$ cat config.mk
export PLATFORM = sky130hd
export DESIGN_NAME = lcd_passive_tgen
export DESIGN_NICKNAME = d
export VERILOG_FILES = /design/src/rtl/lcd_pkg.sv /design/src/rtl/lcd_tick_div.sv /design/src/rtl/lcd_bus_pack.sv /design/src/rtl/lcd_ac_bias.sv /design/src/rtl/lcd_passive_tgen.sv
export SDC_FILE = /design/constraint.sdc
export NUM_CORES = 1
export LEC_CHECK = 0
export BUFFER_PORTS_ARGS = -buffer_cell sky130_fd_sc_hd__buf_2
export CAP_MARGIN = 20
export CORE_ASPECT_RATIO = 0.75
export CORE_MARGIN = 8
export CORE_UTILIZATION = 59
export DETAILED_ROUTE_END_ITERATION = 8
export GPL_ROUTABILITY_DRIVEN = 0
export PLACE_DENSITY = 0.79
export SLEW_MARGIN = 20
export SYNTH_ARGS = -nofsm -noshare
export SYNTH_HDL_FRONTEND = slang
export SYNTH_SLANG_ARGS = --single-unit
$ cat constraint.sdc
create_clock -name clk_i -period 4.8 [get_ports clk_i]
set_input_delay 0.24 -clock clk_i [delete_from_list [all_inputs] [get_ports clk_i]]
set_output_delay 0.24 -clock clk_i [all_outputs]
set_load 0.05 [all_outputs]
$ cat src/rtl/lcd_pkg.sv
package lcd_pkg;
  typedef enum logic [2:0] {
    ST_IDLE,
    ST_DATA,
    ST_HOLD,
    ST_SHIFT,
    ST_LOAD,
    ST_GAP
  } lcd_st_e;
endpackage

$ cat src/rtl/lcd_tick_div.sv
module lcd_tick_div #(
  parameter int DIV_W = 8
) (
  input  logic             clk_i,
  input  logic             rst_ni,
  input  logic [DIV_W-1:0] limit_i,
  output logic             tick_o
);
  logic [DIV_W-1:0] cnt_q;

  // >= tolerates a limit that shrinks at a frame boundary
  assign tick_o = (cnt_q >= limit_i);

  always_ff @(posedge clk_i or negedge rst_ni) begin
    if (!rst_ni)     cnt_q <= '0;
    else if (tick_o) cnt_q <= '0;
    else             cnt_q <= cnt_q + 1'b1;
  end
endmodule

$ cat src/rtl/lcd_bus_pack.sv
module lcd_bus_pack #(
  parameter int BUS_W = 8
) (
  input  logic                 dual_i,
  input  logic                 wide_i,
  input  logic [BUS_W-1:0]     up_i,
  input  logic [BUS_W/2-1:0]   lo_i,
  output logic [BUS_W-1:0]     ld_o
);
  localparam int HALF_W = BUS_W / 2;
  localparam int QTR_W  = BUS_W / 4;

  always_comb begin
    ld_o = '0;
    unique case ({dual_i, wide_i})
      2'b01:   ld_o = up_i;
      2'b00:   ld_o[HALF_W-1:0] = up_i[HALF_W-1:0];
      2'b11:   ld_o = {up_i[HALF_W-1:0], lo_i};
      default: ld_o[HALF_W-1:0] = {up_i[QTR_W-1:0], lo_i[QTR_W-1:0]};
    endcase
  end
endmodule

$ cat src/rtl/lcd_ac_bias.sv
module lcd_ac_bias #(
  parameter int AC_W = 6
) (
  input  logic            clk_i,
  input  logic            rst_ni,
  input  logic            frame_end_i,
  input  logic [AC_W-1:0] limit_i,
  output logic            ac_o
);
  logic [AC_W-1:0] cnt_q;
  logic [AC_W:0]   cnt_nxt;

  assign cnt_nxt = {1'b0, cnt_q} + 1'b1;

  always_ff @(posedge clk_i or negedge rst_ni) begin
    if (!rst_ni) begin
      cnt_q <= '0;
      ac_o  <= 1'b0;
    end else if (frame_end_i) begin
      // limit 0 behaves as 1
      if (cnt_nxt >= {1'b0, limit_i}) begin
        cnt_q <= '0;
        ac_o  <= ~ac_o;
      end else begin
        cnt_q <= cnt_nxt[AC_W-1:0];
      end
    end
  end
endmodule

$ cat src/rtl/lcd_passive_tgen.sv
module lcd_passive_tgen
  import lcd_pkg::*;
#(
  parameter int BUS_W = 8,
  parameter int W_W   = 10,
  parameter int H_W   = 10,
  parameter int DIV_W = 8,
  parameter int AC_W  = 6
) (
  input  logic               clk_i,
  input  logic               rst_ni,
  input  logic               dual_i,
  input  logic               bus_wide_i,
  input  logic [W_W-1:0]     panel_w_i,
  input  logic [H_W-1:0]     panel_h_i,
  input  logic [DIV_W-1:0]   clk_div_i,
  input  logic [AC_W-1:0]    ac_frames_i,
  input  logic               pol_shift_i,
  input  logic               pol_load_i,
  input  logic               pol_frame_i,
  input  logic               pol_ac_i,
  input  logic [BUS_W-1:0]   up_pix_i,
  input  logic               up_valid_i,
  output logic               up_ready_o,
  input  logic [BUS_W/2-1:0] lo_pix_i,
  input  logic               lo_valid_i,
  output logic               lo_ready_o,
  output logic               shift_o,
  output logic               load_o,
  output logic               frame_o,
  output logic               acb_o,
  output logic [BUS_W-1:0]   ld_o
);
  localparam int SH_FULL = $clog2(BUS_W);
  localparam int SH_HALF = $clog2(BUS_W / 2);
  localparam int SH_QTR  = $clog2(BUS_W / 4);

  lcd_st_e            st_q, st_d;
  logic               dual_q, wide_q;
  logic [W_W-1:0]     width_q, col_q, xfers;
  logic [H_W-1:0]     height_q, row_q, rows;
  logic [DIV_W-1:0]   div_q;
  logic [AC_W-1:0]    ac_q;
  logic               tick, data_ok, fire, last_col, last_row, frame_end, cfg_load;
  logic               shift_q, load_q, frame_q, ac_raw;
  logic [BUS_W-1:0]   ld_q, ld_pack;

  lcd_tick_div #(.DIV_W(DIV_W)) u_div (
    .clk_i   (clk_i),
    .rst_ni  (rst_ni),
    .limit_i (div_q),
    .tick_o  (tick)
  );

  lcd_bus_pack #(.BUS_W(BUS_W)) u_pack (
    .dual_i (dual_q),
    .wide_i (wide_q),
    .up_i   (up_pix_i),
    .lo_i   (lo_pix_i),
    .ld_o   (ld_pack)
  );

  lcd_ac_bias #(.AC_W(AC_W)) u_ac (
    .clk_i       (clk_i),
    .rst_ni      (rst_ni),
    .frame_end_i (frame_end),
    .limit_i     (ac_q),
    .ac_o        (ac_raw)
  );

  always_comb begin
    unique case ({wide_q, dual_q})
      2'b10:   xfers = width_q >> SH_FULL;
      2'b11:   xfers = width_q >> SH_HALF;
      2'b00:   xfers = width_q >> SH_HALF;
      default: xfers = width_q >> SH_QTR;
    endcase
  end

  assign rows      = dual_q ? (height_q >> 1) : height_q;
  assign last_col  = (col_q == xfers - 1'b1);
  assign last_row  = (row_q == rows - 1'b1);
  assign data_ok   = up_valid_i && (lo_valid_i || !dual_q);
  assign fire      = (st_q == ST_DATA) && tick && data_ok;
  assign frame_end = (st_q == ST_GAP) && tick && last_row;
  assign cfg_load  = (st_q == ST_IDLE) || frame_end;

  always_comb begin
    st_d = st_q;
    unique case (st_q)
      ST_IDLE:  st_d = ST_DATA;
      ST_DATA:  if (fire) st_d = ST_HOLD;
      ST_HOLD:  if (tick) st_d = ST_SHIFT;
      ST_SHIFT: if (tick) st_d = last_col ? ST_LOAD : ST_DATA;
      ST_LOAD:  if (tick) st_d = ST_GAP;
      ST_GAP:   if (tick) st_d = ST_DATA;
      default:  st_d = ST_IDLE;
    endcase
  end

  always_ff @(posedge clk_i or negedge rst_ni) begin
    if (!rst_ni) begin
      dual_q   <= 1'b0;
      wide_q   <= 1'b0;
      width_q  <= '0;
      height_q <= '0;
      div_q    <= '0;
      ac_q     <= '0;
    end else if (cfg_load) begin
      dual_q   <= dual_i;
      wide_q   <= bus_wide_i;
      width_q  <= panel_w_i;
      height_q <= panel_h_i;
      div_q    <= clk_div_i;
      ac_q     <= ac_frames_i;
    end
  end

  always_ff @(posedge clk_i or negedge rst_ni) begin
    if (!rst_ni) begin
      st_q    <= ST_IDLE;
      shift_q <= 1'b0;
      load_q  <= 1'b0;
      frame_q <= 1'b0;
      col_q   <= '0;
      row_q   <= '0;
      ld_q    <= '0;
    end else begin
      st_q    <= st_d;
      shift_q <= (st_d == ST_SHIFT);
      load_q  <= (st_d == ST_LOAD);
      if (fire) ld_q <= ld_pack;
      if ((st_q == ST_SHIFT) && tick) begin
        col_q <= last_col ? '0 : col_q + 1'b1;
        // frame strobe spans load of line 0 to load of line 1
        if (last_col) frame_q <= (row_q == '0);
      end
      if ((st_q == ST_GAP) && tick) row_q <= last_row ? '0 : row_q + 1'b1;
    end
  end

  assign up_ready_o = fire;
  assign lo_ready_o = fire && dual_q;
  assign shift_o    = shift_q ^ pol_shift_i;
  assign load_o     = load_q  ^ pol_load_i;
  assign frame_o    = frame_q ^ pol_frame_i;
  assign acb_o      = ac_raw  ^ pol_ac_i;
  assign ld_o       = ld_q;
endmodule

==> results of run 1 <==
-- flip-flops by register name, summed over array words and instances, names as in the netlist, 6 cells and up --
name and flops:
u_ac.cnt_q 6, u_div.cnt_q 8, ld_o 8, ac_q 6, col_q 10, div_q 8, row_q 10, width_q 9
height_q 10
-- stage by stage --
step	instance area, um^2	setup slack, ns
floorplan	5380	0.466
global placement	5810	0.810
detailed placement	5810	0.659
CTS	6120	0.634
global route	6120	0.325
finish	6120	0.628
-- cell usage after synthesis, types with 4 or more instances --
cell type | count | area (um^2)
nor2b_1 | 9 | 56.3
nor2_1 | 42 | 158
mux2_2 | 13 | 146
a22oi_1 | 6 | 45.0
a221oi_1 | 7 | 61.3
mux2_4 | 30 | 450
or2_2 | 5 | 31.3
nor4_1 | 11 | 68.8
nor3_1 | 8 | 40.0
and3_1 | 8 | 50.1
xnor2_1 | 29 | 254
a21boi_0 | 5 | 37.5
ha_1 | 24 | 300
o21ai_0 | 18 | 90.1
a21oi_1 | 11 | 55.1
clkbuf_1 | 16 | 60.1
xor2_1 | 19 | 166
and2_1 | 5 | 31.3
nor4b_1 | 5 | 43.8
nand3_1 | 16 | 80.1
inv_1 | 25 | 93.8
o211ai_1 | 5 | 37.5
nand4_1 | 6 | 37.5
nand2b_1 | 9 | 56.3
nand2_1 | 43 | 161
a21o_1 | 9 | 67.6
dfrtp_1 | 84 | 2100
mux2i_1 | 10 | 100
a31o_2 | 4 | 35.0
or3_1 | 5 | 31.3
-- report_power, final --
part           leakage [nW]  internal, W  switching [W]  total, W
clock                 0.149     0.000430       0.000278  0.000707
combinational          1.78     0.000897        0.00106   0.00196
sequential             1.06     0.000935       0.000244   0.00118
-- cell families (layout without fill, tap and decap cells) --
family / count (synthesis) / after routing
simple gates: 186 / 186
compound gates: 94 / 94
flops: 84 / 84
mux: 53 / 53
xor+xnor: 48 / 48
buf+inv: 48 / 116
fa+ha+maj: 24 / 24
-- critical path, stage by stage (launching register included) --
cell       delay (ns)
dfrtp_1          0.41
inv_1            0.07
ha_1             0.61
nor2b_1          0.26
or2_2            0.17
ha_1             0.18
o21ai_0          0.12
nor3_1           0.38
mux2_2           0.38
o211a_1          0.22
a2111oi_1        0.38
buf_4            0.20
and2_1           0.31
mux2_2           0.37
-- metal layers --
metal / global-route usage, % / vias to the layer above
met5: 0 / -
met4: 6.36 / 0
met3: 5.56 / 8
met2: 31.3 / 127
met1: 26.8 / 2090
li1: - / 2051
-- layout make-up --
cell class              count  area, um^2
fillers                   702        2850
clock buffers              12         256
well taps                 112         140
inverters                  25        93.8
clock inverters             4        47.5
multi-input cells         405        3080
flip-flops and latches     84        2100
repair buffers             75         399
-- worst max-delay path by stage --
stage,end,slack (ns),depth (start not counted)
final,frame_q$_DFFE_PN0P_,0.63,13
after global routing,frame_q$_DFFE_PN0P_,0.32,13
after CTS,frame_q$_DFFE_PN0P_,0.63,13
after detailed placement,frame_q$_DFFE_PN0P_,0.66,13
after global placement,frame_q$_DFFE_PN0P_,0.81,13
after floorplan,frame_q$_DFFE_PN0P_,0.47,15
==> impl_metrics.toml, run 1 <==
[run_status]
status = "finished with violations"
violations = "negative hold slack"

[clocking]
clock_path_buffers = 2
clk_pin_slew_ns = 0.06
ctsRootBufferMaster = "clkbuf_16"
clkSinkCount = 84
worstSkewPairLatency_ns = 0.35
numCtsBuffers = 9
holdBufCountCts = 0
cts_setup_buffers = 0
post_cts_resized = 0
cts_tree = "done"
cts_max_level = 3

[placement]
port-buffer-count = 68
dp_hpwl_um = 8810
post-place-cells = 701

[drt]
wire_per_inst_um = 17.0
drtPass1Iterations = 4
wl_met1_um = 5820
vias_per_cell = 5.96
met2_length_um = 5440
drt_iter0_drc = 300
drc = 0
met3_length_um = 841
dr.max_layer_used = "met4"
drt-total-wl_um = 12200
ant_nets = 0
vias = 4276

[setup_path]
reg2reg_depth = 13
reg2reg_slack_ns = 0.63
required_ns = 5.03
critPathKind = "reg2reg"
r2r-end = "frame_q$_DFFE_PN0P_"
crit_start = "wide_q$_DFFE_PN0P_"
arrival_ns = 4.41
crit_fanout = 24
cp-start-kind = "flop"
end_kind = "flop"
r2r_start = "wide_q$_DFFE_PN0P_"

[global_route]
overflow = 0
grt_max_degree = 85
antenna_found_initial = 0
grt_pass1_wl_um = 20600
grt_pass1_vias = 4305
grt.total_usage_pct = 20.2

[floorplanning]
ios = 70
die_x_um = 126
rows = 30
die_y_um = 98.7
start_util_pct = 60.0
core_area_mm2 = 0.00897
dieArea_mm2 = 0.0125

[cells_and_area]
utilization_pct = 68.2
n_antenna_cell = 0
instances_no_fill = 717
area_growth_syn_to_layout_pct = 13.7
final_cell_mix = "dfrtp_1, buf_2, nand2_1"
drive_gt1_share_pct = 24.5
finalNetCount = 680
final_common_cell = "dfrtp_1"

[sta]
max_freq_mhz = 240
clock-skew-final_ns = 0.00545
finalHoldViolCount = 84
setup_viol = 0
finalCritPeriodShare_pct = 86.9
maxSlewViolCount = 0
worstMarginPinSlew_ns = 0.920
holdWs_ns = -0.0452
slew_headroom_pct = 38.2
grt_setup_unrepaired = "false"
period_needed_ns = 4.17
tns_ns = 0

[yosys]
ys_ff_latch = 84
syn_avg_cell_area_um2 = 10.0
synthArstFlopShare_pct = 100
synthAdderAreaFrac_pct = 5.58
synth_compound_area_share_pct = 12.6
synth.area.mux_share_pct = 13.0
ys.flop_type = "dfrtp_1"
syn_inst = 537
synth_nets = 617
synth_edf_count = 0
synth_warnings = 0
synthDistinctLibCells = 64
synthSimpleGateAreaFrac_pct = 18.2
ys_seq_area_share_pct = 39.1
synth_area_mm2 = 0.00538
synth_top_family_by_area = "simple AND/OR/NAND/NOR gates"
synthXorXnorAreaFrac_pct = 7.81

[power_and_ir_drop]
power_density_mw_per_mm2 = 628
p_leak_nw = 2.99
p_total_w = 0.00385
worst_ir_drop_vdd_mv = 0.299

[min_path]
min_path_type = "in2async"

[job]
cap_violations = 0
Power figures use the tool's default switching activity.
==> run 2: changes to the inputs <==
- ABC_AREA: default -> 1
- CORE_UTILIZATION: 59 -> 61
- PLACE_DENSITY: 0.79 -> 0.81
- clock period: 4.8 -> 5.18 ns (I/O delays scaled with it)
==> run 2 against run 1 <==
Effect of this change: the flow still finishes with violations (negative hold slack); combinational power shrank 98%; largest cell class unchanged; sequential cell count did not move; design area down 0.51%; synthesized area rose by 1.3%; register-to-register slack better by 0.83 ns; sequential share of layout area grew 0.18 points.
==> impl_metrics.toml, run 2 <==
[cells_and_area]
reg.largest.list = "col_q: 10 flops, height_q: 10 flops, row_q: 10 flops"
register_area_mm2 = 0.00210
final_common_cell = "nand2_1"
multi_input_area_mm2 = 0.00286
drive_gt1_share_pct = 15.5
n_fill_cell = 721
final_cell_mix = "nand2_1, inv_1, dfrtp_1"
n_antenna_cell = 0
finalNetCount = 878
utilization_pct = 68.7
area_growth_syn_to_layout_pct = 11.8

[clocking]
worstSkewPairLatency_ns = 0.35
clock_path_buffers = 2
holdBufCountCts = 0
clk_pin_slew_ns = 0.06
numCtsBuffers = 9
cts_setup_buffers = 0
cts_max_level = 3
ctsRootBufferMaster = "clkbuf_16"
clkSinkCount = 84
cts_tree = "done"
post_cts_resized = 0

[yosys]
ys_seq_area_share_pct = 38.6
synth_edf_count = 0
ys_ff_latch = 84
synth_nets = 816
synth.most_common_cell = "nand2_1"
synthArstFlopShare_pct = 100
syn_inst = 736
ys.flop_type = "dfrtp_1"
synth_top_area_share_pct = 38.6
synth_area_leaders = "dfrtp_1, nand2_1, inv_1, ha_1, nand3_1"
synth_warnings = 0
synthDistinctLibCells = 41
syn_avg_cell_area_um2 = 7.40
yosysTopAreaCell = "dfrtp_1"
synth.top_cells.by_count = "nand2_1, inv_1, dfrtp_1"
synth_area_mm2 = 0.00545

[drt]
ant_nets = 0
drc = 0
drtPass1Iterations = 5
vias = 4904
wire_per_inst_um = 13.7
drt_iter0_drc = 392
vias_per_cell = 5.37
drt-total-wl_um = 12500

[global_route]
use_met2_pct = 33.9
grt.total_usage_pct = 21.5
antenna_found_initial = 0
grt_pass1_wl_um = 22100
overflow = 0
use_met1_pct = 27.5
grt_pass1_vias = 4850
busiest_layer = "met2"
grt_max_degree = 85
use_met3_pct = 6.42

[placement]
dp_hpwl_um = 9050
port-buffer-count = 68

[power_and_ir_drop]
p_leak_nw = 3.37
worst_ir_drop_vdd_mv = 0.253
power_density_mw_per_mm2 = 221

[setup_path]
reg2reg_slack_ns = 1.46
cpMaxStageDelayCell = "ha_1"
max_stage_delay_ns = 0.49
reg2reg_depth = 18
critPathKind = "reg2reg"
crit_chain = "buf_4 > ha_1 > inv_2 > nand2_1 > nor2_1 > nor2_1 > ha_1 > nand3_1 > nor2_2 > nand2_1 > nand2_1 > inv_1 > nor2_1 > nand2_1 > nor2_1 > nand4_2 > inv_1 > nor3_1"
path_delay_family = "simple AND/OR/NAND/NOR gates"
required_ns = 5.41
r2r_start = "dual_q$_DFFE_PN0P_"
cp-start-kind = "flop"
critPathBufInv = 4
arrival_ns = 3.95
end_kind = "flop"
crit_fanout = 18
r2r-end = "col_q[7]$_DFFE_PN0P_"

[min_path]
min_path_type = "in2async"

[sta]
holdWs_ns = -0.0624
grt_setup_unrepaired = "false"
max_freq_mhz = 269
maxSlewViolCount = 0
tns_ns = 0
slew_headroom_pct = 37.6
worstMarginPinSlew_ns = 0.935
setup_viol = 0
finalCritPeriodShare_pct = 71.8
clock-skew-final_ns = 0.00797
period_needed_ns = 3.72
finalHoldViolCount = 42

[floorplanning]
die_x_um = 125
dieArea_mm2 = 0.0122
core_area_mm2 = 0.00886
start_util_pct = 61.5
die_y_um = 97.9
ios = 70
rows = 30

[job]
cap_violations = 0

[run_status]
status = "finished with violations"
violations = "negative hold slack"
-- run 2: changes by cell type after synthesis, sizes merged, moves of 10 or more --
cell	before	now
buf	7	17
clkbuf	16	1
xnor2	29	1
nor4	13	3
nand3	16	77
mux2	43	0
nor2	43	74
nor3	8	21
inv	25	91
nand2	43	246
-- run 2: kinds of logic after synthesis --
family / after synthesis / share of synthesized area, %
simple gates: 439 / 36.6
buf+inv: 109 / 8.93
flops: 84 / 38.6
compound gates: 54 / 5.67
xor+xnor: 25 / 4.52
fa+ha+maj: 24 / 5.51
mux: 1 / 0.184
-- run 2: power by group --
part           switching [W]  internal, W
Combinational      0.0000270    0.0000175
Sequential                 0     0.000656
Clock               0.000267     0.000381
-- run 2: worst max-delay path by stage --
stage	start	endpoint	slack, ns	depth (start not counted)
detailed placement	dual_q$_DFFE_PN0P_	col_q[4]$_DFFE_PN0P_	1.56	18
global placement	dual_q$_DFFE_PN0P_	col_q[4]$_DFFE_PN0P_	1.65	18
floorplan	dual_q$_DFFE_PN0P_	col_q[4]$_DFFE_PN0P_	2.29	18
CTS	dual_q$_DFFE_PN0P_	col_q[4]$_DFFE_PN0P_	1.49	18
global route	dual_q$_DFFE_PN0P_	col_q[4]$_DFFE_PN0P_	1.07	18
finish	dual_q$_DFFE_PN0P_	col_q[7]$_DFFE_PN0P_	1.46	18
-- run 2: per-stage QoR --
step	total power, W	std cells	area [um^2]	hold WS (ns)	setup slack (ns)
after floorplan	0.000677	736	5450	-0.0366	2.29
after global placement	0.000713	899	5790	0.453	1.65
after detailed placement	0.000714	899	5790	0.455	1.56
after CTS	0.00136	914	6090	0.0950	1.49
after global routing	0.00139	914	6090	0.0433	1.07
final	0.00135	914	6090	-0.0624	1.46
-- run 2: area by class of cell --
type	count	area share, %
sequential	84	34.5
tap	112	2.30
inverter	91	5.61
clock inverter	5	0.863
multi-input combinational	543	47.0
timing repair buffer	69	5.81
clock buffer	10	3.92
-- run 2: per-layer routing --
| metal | vias to the layer above | part of all wire, % |
|---|---|---|
| met4 | 0 | 1.5 |
| met2 | 127 | 45 |
| met1 | 2281 | 47 |
| met3 | 17 | 6.8 |
| li1 | 2479 | - |
| met5 | - | 0 |
==> run 3: changes to the inputs <==
- CORE_UTILIZATION: 61 -> 59
- PLACE_DENSITY: 0.81 -> 0.79
- clock period: 5.18 -> 3.7 ns (I/O delays scaled with it)
==> run 3 against run 2 <==
Effect of this change: the run now ends clean; global-route usage decreased by 0.41 points; clock-buffer cell count stayed put; die area rose by 2.9%; worst hold slack better by 0.097 ns; combinational power rose by 42%; via count grew 1.4%; first-iteration DRC count shrank 2.6%; largest cell class unchanged.
==> impl_metrics.toml, run 3 (synthesized netlist as in run 2, its figures left out) <==
[min_path]
whs_path_depth = 3
min-delay-start = "clk_div_i[7]"
min_path_type = "in2reg"
hold_end = "div_q[7]$_DFFE_PN0P_"

[clocking]
clock_path_buffers = 2
clkSinkCount = 84
worstSkewPairLatency_ns = 0.34
clk_pin_slew_ns = 0.06
cts_max_level = 3
ctsRootBufferMaster = "clkbuf_16"
numCtsBuffers = 9
cts_tree = "done"
cts_setup_buffers = 0

[drt]
vias_per_cell = 5.39
drc = 0
drt-total-wl_um = 12800
vias = 4972
wire_per_inst_um = 13.9
drt_iter0_drc = 382
ant_nets = 0
drtPass1Iterations = 5

[setup_path]
max_stage_delay_ns = 0.45
r2r_start = "dual_q$_DFFE_PN0P_"
cpMaxStageDelayCell = "dfrtp_1"
r2r-end = "col_q[4]$_DFFE_PN0P_"
critPathKind = "reg2reg"
crit_chain = "inv_2 > ha_1 > nand2_1 > nor2_1 > nor2_1 > ha_1 > nand3_1 > nor2_2 > nand3_1 > nand3_1 > nand2_1 > nor2_1 > nand4_2 > inv_1 > nor3b_1"
required_ns = 3.93
reg2reg_slack_ns = 0.48
reg2reg_depth = 15
cp-start-kind = "flop"
crit_fanout = 8
end_kind = "flop"
arrival_ns = 3.45

[power_and_ir_drop]
p_total_w = 0.00197
swShare_pct = 21.0
internal_power_w = 0.00155
power_density_mw_per_mm2 = 318
p_comb_share_pct = 3.2
p_leak_nw = 3.41
pwr-share-seq_pct = 46.7
p_clk_share_pct = 50.1
worst_ir_drop_vdd_mv = 0.250
switching_power_w = 0.000413

[cells_and_area]
finalNetCount = 885
final_common_cell = "nand2_1"
area_growth_syn_to_layout_pct = 13.4
final_cell_mix = "nand2_1, inv_1, dfrtp_1"
n_antenna_cell = 0
reg.largest.list = "col_q: 10 flops, height_q: 10 flops, row_q: 10 flops"
drive_gt1_share_pct = 16.2

[global_route]
grt_max_degree = 85
antenna_found_initial = 0
grt.total_usage_pct = 21.1
grt_pass1_vias = 4850
overflow = 0
grt_pass1_wl_um = 22000

[sta]
maxSlewViolCount = 0
holdWs_ns = 0.0348
finalHoldViolCount = 0
tns_ns = 0
grt_setup_unrepaired = "false"
clock-skew-final_ns = 0.00585
max_freq_mhz = 311
finalWorstSetupSlack_ns = 0.480
setup_viol = 0
slew_headroom_pct = 49.2
worstMarginPinSlew_ns = 0.762
period_needed_ns = 3.22
finalCritPeriodShare_pct = 87.0

[placement]
dp_slack_ns = 0.557
port-buffer-count = 68
dp_hpwl_um = 9360

[floorplanning]
rows = 30
start_util_pct = 60.5
die_x_um = 127
ios = 70
die_y_um = 99.2
dieArea_mm2 = 0.0126
core_area_mm2 = 0.00901

[job]
cap_violations = 0

[run_status]
status = "completed"
run 3: cell types whose count changed in the layout (fill, tap and decap cells not counted):
cell           before  now
clkinv_2            3    2
dlygate4sd3_1       0    1
buf_4               1    7
bufinv_16           1    2
inv_6               0    1
run 3: stage by stage:
stage          std cells  instance area (um^2)  util, %
3_3_place_gp         905                  5840     64.8
4_1_cts              921                  6160     68.4
5_1_grt              922                  6180     68.6
6_report             922                  6180     68.6
2_1_floorplan        736                  5450        -
3_5_place_dp         905                  5840     64.8
run 3: cell type report:
type | count | area, um^2
tap | 112 | 140
timing repair buffer | 76 | 409
clock buffer | 10 | 239
multi-input combinational | 543 | 2860
inverter | 91 | 342
sequential | 84 | 2100
clock inverter | 6 | 86.3
fill | 752 | 2830
run 3: worst max-delay path, delay by kind of cell (launching register included):
kind / cells / cell delay, ns
and+or+nand+nor: 11 / 1.68
DFF: 1 / 0.45
adders and majority gates: 2 / 0.67
buffers and inverters: 2 / 0.30
run 3: metal layers:
layer / vias up / track usage (%) / part of all wire (%)
met3: 8 / 5.56 / 6.4
met5: - / 0 / 0
met2: 171 / 33.3 / 45
met1: 2314 / 28.8 / 48
li1: 2479 / - / -
met4: 0 / 3.74 / 0.59
run 3: repair_timing:
action	in CTS	in global routing
endpoints found under the hold margin	0	84
gates resized for setup	0	0
hold buffers	0	1
run 3: power groups by stage:
stage | combinational, W | clock, W | sequential (W)
after floorplan | 0.0000126 | 0 | 0.000936
after global placement | 0.0000627 | 0 | 0.000935
after detailed placement | 0.0000629 | 0 | 0.000935
after CTS | 0.0000633 | 0.000997 | 0.000918
after global routing | 0.0000706 | 0.00103 | 0.000918
final | 0.0000631 | 0.000985 | 0.000918
run 3: worst max path at each step:
stage | from | endpoint | slack (ns) | cells past startpoint
final | dual_q$_DFFE_PN0P_ | col_q[4]$_DFFE_PN0P_ | 0.48 | 15
after global routing | dual_q$_DFFE_PN0P_ | col_q[4]$_DFFE_PN0P_ | 0.20 | 17
after CTS | dual_q$_DFFE_PN0P_ | col_q[4]$_DFFE_PN0P_ | 0.52 | 17
after detailed placement | dual_q$_DFFE_PN0P_ | col_q[4]$_DFFE_PN0P_ | 0.56 | 17
after global placement | dual_q$_DFFE_PN0P_ | col_q[4]$_DFFE_PN0P_ | 0.71 | 17
after floorplan | dual_q$_DFFE_PN0P_ | col_q[4]$_DFFE_PN0P_ | 0.81 | 18
